## src/rtl/mac_pkg.sv

```systemverilog
`timescale 1ns/1ps
package mac_pkg;
  localparam int OPC_W = 6;

  localparam logic [OPC_W-1:0] OPC_ADD_S = 6'b000000;
  localparam logic [OPC_W-1:0] OPC_ADD_U = 6'b000001;
  localparam logic [OPC_W-1:0] OPC_SUB_S = 6'b000100;
  localparam logic [OPC_W-1:0] OPC_SUB_U = 6'b000101;

  // Step counter encoding; idle doubles as the product step.
  typedef enum logic [1:0] {
    STEP_PROD = 2'b00,
    STEP_ACC  = 2'b01,
    STEP_DONE = 2'b10
  } step_e;
endpackage

```

## src/rtl/mac_opdec.sv

```systemverilog
`timescale 1ns/1ps
module mac_opdec
  import mac_pkg::*;
#(
  parameter int FUNC_W = OPC_W
) (
  input  logic [FUNC_W-1:0] func,
  output logic              known,
  output logic              is_signed,
  output logic              is_sub
);
  always_comb begin
    known     = 1'b1;
    is_signed = 1'b0;
    is_sub    = 1'b0;
    unique case (func)
      OPC_ADD_S: is_signed = 1'b1;
      OPC_ADD_U: ;
      OPC_SUB_S: begin is_signed = 1'b1; is_sub = 1'b1; end
      OPC_SUB_U: is_sub = 1'b1;
      default:   known = 1'b0;
    endcase
  end
endmodule

```

## src/rtl/mac_product.sv

```systemverilog
`timescale 1ns/1ps
module mac_product #(
  parameter int W = 32
) (
  input  logic [W-1:0]   a,
  input  logic [W-1:0]   b,
  input  logic           is_signed,
  input  logic           is_sub,
  output logic [2*W-1:0] term
);
  localparam int PW = 2 * W;

  logic [W-1:0]  mag_a, mag_b;
  logic [PW-1:0] raw, corrected;
  logic          flip;

  // Magnitudes: a negative signed operand is replaced by its complement.
  assign mag_a = (is_signed && a[W-1]) ? (~a + 1'b1) : a;
  assign mag_b = (is_signed && b[W-1]) ? (~b + 1'b1) : b;

  assign raw  = {{W{1'b0}}, mag_a} * {{W{1'b0}}, mag_b};
  assign flip = is_signed && (a[W-1] ^ b[W-1]);

  assign corrected = flip ? (~raw + 1'b1) : raw;
  assign term      = is_sub ? (~corrected + 1'b1) : corrected;
endmodule

```

## src/rtl/mac_seq.sv

```systemverilog
`timescale 1ns/1ps
module mac_seq
  import mac_pkg::*;
(
  input  logic clk,
  input  logic rst,
  input  logic start,
  input  logic hold,
  output logic ready,
  output logic busy,
  output logic acc_en
);
  step_e step_q;

  always_ff @(posedge clk) begin
    if (rst) begin
      step_q <= STEP_PROD;
    end else begin
      unique case (step_q)
        STEP_PROD: if (start) step_q <= STEP_ACC;
        STEP_ACC:  if (!hold) step_q <= STEP_DONE;
        STEP_DONE: if (!hold) step_q <= STEP_PROD;
        default:   step_q <= STEP_PROD;
      endcase
    end
  end

  assign ready  = (step_q == STEP_PROD) && !hold;
  assign busy   = (step_q == STEP_ACC);
  assign acc_en = (step_q == STEP_ACC) && !hold;
endmodule

```

## src/rtl/mac_hilo.sv

```systemverilog
`timescale 1ns/1ps
module mac_hilo
  import mac_pkg::*;
#(
  parameter int W      = 32,
  parameter int FUNC_W = OPC_W
) (
  input  logic              clk,
  input  logic              rst,
  input  logic              cmd_valid,
  output logic              cmd_ready,
  input  logic [FUNC_W-1:0] cmd_func,
  input  logic [W-1:0]      cmd_a,
  input  logic [W-1:0]      cmd_b,
  input  logic              hold_i,
  output logic              busy_o,
  output logic              hilo_we,
  output logic [W-1:0]      hi_o,
  output logic [W-1:0]      lo_o
);
  localparam int AW = 2 * W;

  logic          op_known, op_signed, op_sub;
  logic          start, acc_en;
  logic [AW-1:0] term, stage_q, acc_q;

  mac_opdec #(.FUNC_W(FUNC_W)) u_dec (
    .func      (cmd_func),
    .known     (op_known),
    .is_signed (op_signed),
    .is_sub    (op_sub)
  );

  mac_product #(.W(W)) u_mul (
    .a         (cmd_a),
    .b         (cmd_b),
    .is_signed (op_signed),
    .is_sub    (op_sub),
    .term      (term)
  );

  assign start = cmd_valid && cmd_ready && op_known;

  mac_seq u_seq (
    .clk    (clk),
    .rst    (rst),
    .start  (start),
    .hold   (hold_i),
    .ready  (cmd_ready),
    .busy   (busy_o),
    .acc_en (acc_en)
  );

  // Intermediate term: loaded in the product step, cleared once consumed.
  always_ff @(posedge clk) begin
    if (rst)         stage_q <= '0;
    else if (start)  stage_q <= term;
    else if (acc_en) stage_q <= '0;
  end

  // Accumulator and write strobe.
  always_ff @(posedge clk) begin
    if (rst) begin
      acc_q   <= '0;
      hilo_we <= 1'b0;
    end else begin
      hilo_we <= acc_en;
      if (acc_en) acc_q <= acc_q + stage_q;
    end
  end

  assign hi_o = acc_q[AW-1:W];
  assign lo_o = acc_q[W-1:0];
endmodule

```

## config.mk

```make
export PLATFORM = sky130hd
export DESIGN_NAME = mac_hilo
export DESIGN_NICKNAME = d
export VERILOG_FILES = /design/src/rtl/mac_pkg.sv /design/src/rtl/mac_opdec.sv /design/src/rtl/mac_product.sv /design/src/rtl/mac_seq.sv /design/src/rtl/mac_hilo.sv
export SDC_FILE = /design/constraint.sdc
export NUM_CORES = 2
export LEC_CHECK = 0
export ABC_AREA = 1
export CORE_MARGIN = 2
export CORE_UTILIZATION = 30
export DETAILED_ROUTE_END_ITERATION = 10
export HOLD_SLACK_MARGIN = 0.1
export PLACE_DENSITY = 0.54
export SLEW_MARGIN = 5
export SYNTH_ARGS = -nofsm -noshare
export SYNTH_HDL_FRONTEND = slang
export SYNTH_SLANG_ARGS = --single-unit
```

## constraint.sdc

```tcl
create_clock -name clk -period 10.55 [get_ports clk]
set_input_delay 1.055 -clock clk [delete_from_list [all_inputs] [get_ports clk]]
set_output_delay 1.055 -clock clk [all_outputs]
set_load 0.01 [all_outputs]
```

==> out/metrics.yaml <==
cts_tree: "yes"
grt.met1_usage: 0.319
synth_area_mm2: 0.0495
cts.reportedPaths.clkPinSlew_ns: 0.07
postSynth.asyncResetShare: 0
drt_iter0_markers: 3899
tns_ns: 0
gr-usage-met3: 0.0273
period_minus_slack_ns: 10.34
areaGrowthSynthToFinish_pct: 35.7
layout_worst_path_cycle_share: 0.980
numCtsBuffers: 17
row_count: 149
insertion_delay_ns: 0.46
avgSynthCellArea_um2: 6.88
grt_max_degree: 101
grt_use_total: 0.232
die_w_um: 410
nNetsFinal: 9557
grt_pass1_wl_um: 299000
synthesis.nets: 8493
dp.final_hpwl_um: 167000
die_area_mm2: 0.168
ys.warnings.count: 0
totalWireLength_um: 196000
cts_buffer_depth: 2
critical_path.top_delay_family: "adder cells"
design.core.area_mm2: 0.164
drc: 0
firstDrtPassIters: 6
path_buf_inv: 18
place_congestion: 0.963
synth.most_common_cell: "nand2_1"
maxCapViolCount: 0
clockRootBuffer: "clkbuf_16"
fin_skew_ns: 0.0146
synth_area_leaders: "fa_1 (36%), nand2_1 (14%), inv_1 (12%)"
critPathSlowestCell: "fa_2"
via_count: 49500
grt-ovfl-total: 0
use_met2: 0.381
via_per_inst: 4.73
drive_above_1_share: 0.260
wl_per_cell_um: 18.7
io_buffers: 140
end_kind: "register"
crit_type: "input port to register"
postSynthCellCount: 7192
relSlewSlack: 0.330
yosysSeqAreaShare: 0.0530
finalHoldViolations: 0
ios: 141
startpoint_type: "input port"
setup_viol: 0
drv_slew: 0
cts_hold_buf: 0
yosysTopAreaCell: "fa_1"
outcome: "finished, final reports clean"
tightest_slew_ns: 0.999
synth_top_area_share: 0.363
route.antenna.remaining_nets: 0
crit_top_cell: "nand2_2"
hp-class: "register to register"
dieHeight_um: 410
crit_required_ns: 10.86
synth-seq-cells: 131
start_util: 0.301
rsz0062_at_grt: "yes"
cts_sinks: 131
antenna_found_initial: 6
arrival_ns: 10.64
synth_ff_type: "dfxtp_1"
synth.top_cells.by_count: "nand2_1 (1,821), inv_1 (1,640), fa_1 (897)"
yosysUniqueCellTypes: 57
grt_busiest_layer: "met2"
synth-edff-count: 0
cts-htree-levels: 4
fmax_ghz: 0.0968
cp_max_fo: 5
critPathMaxStageDelay_ns: 0.61
grt_pass1_vias: 50400
## through the flow
| step | setup WS (ns) | cells | utilization | cell area, um^2 | hold WS, ns |
|---|---|---|---|---|---|
| CTS | 0.000935 | 10400 | 0.386 | 63500 | 0.472 |
| detailed placement | -1.43 | 10300 | 0.373 | 61300 | 0.461 |
| global route | -0.205 | 10500 | 0.408 | 67200 | 0.494 |
| floorplan | 0.0946 | 7192 | - | 49500 | 0.445 |
| finish | 0.214 | 10500 | 0.408 | 67200 | 0.471 |
| global placement | -1.34 | 10300 | 0.373 | 61300 | 0.457 |
## layout make-up
cell class,count,area [um^2]
Antenna cell,1,2.50
Clock buffer,17,425
Clock inverter,15,176
Fill cell,17100,97300
Inverter,1677,6380
Multi-Input combinational cell,5161,43600
Sequential cell,131,2620
Tap cell,2189,2740
Timing Repair Buffer,1268,11200
## layout by cell type (no fill, tap or decap), types with 137 or more instances in the layout
| master | n |
|---|---|
| inv_1 | 1559 |
| ha_1 | 279 |
| fa_1 | 847 |
| a21oi_1 | 233 |
| nand2_2 | 284 |
| nand3_1 | 224 |
| buf_4 | 982 |
| nor2_1 | 690 |
| nand2_1 | 1532 |
| o21ai_0 | 137 |
## state kept, by name (all words and copies together) (netlist names)
signal        count
acc_q            64
hilo_we           1
stage_q          64
u_seq.step_q      2
## cells by family after synthesis
kind of cell / Yosys count / synth area share
adders and majority gates: 1227 / 0.446
AOI/OAI and AO/OA: 585 / 0.0664
buffers and inverters: 1901 / 0.146
and+or+nand+nor: 3246 / 0.270
xor gates and xnor gates: 102 / 0.0181
DFF: 131 / 0.0530
## final timing paths
kind / start / endpoint / slack (ns) / cells past startpoint
worst min register to register: stage_q[0]$_SDFFE_PP0P_ / stage_q[0]$_SDFFE_PP0P_ / 0.47 / 2
worst max register to register: acc_q[0]$_SDFFE_PP0P_ / acc_q[62]$_SDFFE_PP0P_ / 5.32 / 20
worst max-delay path: cmd_func[3] / stage_q[60]$_SDFFE_PP0P_ / 0.21 / 54
worst min-delay path: stage_q[0]$_SDFFE_PP0P_ / stage_q[0]$_SDFFE_PP0P_ / 0.47 / 2
## per-layer routing
metal	vias up	routed length (um)	share of wire
met4	0	7110	0.036
li1	23500	-	-
met3	291	12400	0.063
met1	24300	86500	0.44
met2	1463	89600	0.46
met5	-	0	0
## timing repair
item                                    in CTS  in global routing
setup buffers                               44                 70
resized for setup                          328                862
hold endpoints to repair                     0                  0
endpoints found under the setup margin      41                 42
cloned                                       4                  2
pin swaps                                   88                321
## worst reg2reg max path, cell delays in order (launching register included)
cell	delay (ns)
dfxtp_1	0.43
ha_1	0.21
inv_1	0.06
fa_1	0.40
nand3b_1	0.18
nand2_1	0.13
a21boi_1	0.13
o21ai_0	0.33
a21boi_1	0.16
o21ai_0	0.32
a21boi_1	0.23
o21ai_0	0.58
a21boi_1	0.23
o21ai_0	0.55
a21boi_0	0.33
o21ai_1	0.46
nand2_1	0.14
nand3_1	0.10
nand3_1	0.07
nand2_1	0.08
inv_1	0.03
Power is left out: the tool's default activity adds up to more than one toggle a clock period on the data nets, which glitch-free logic cannot reach.
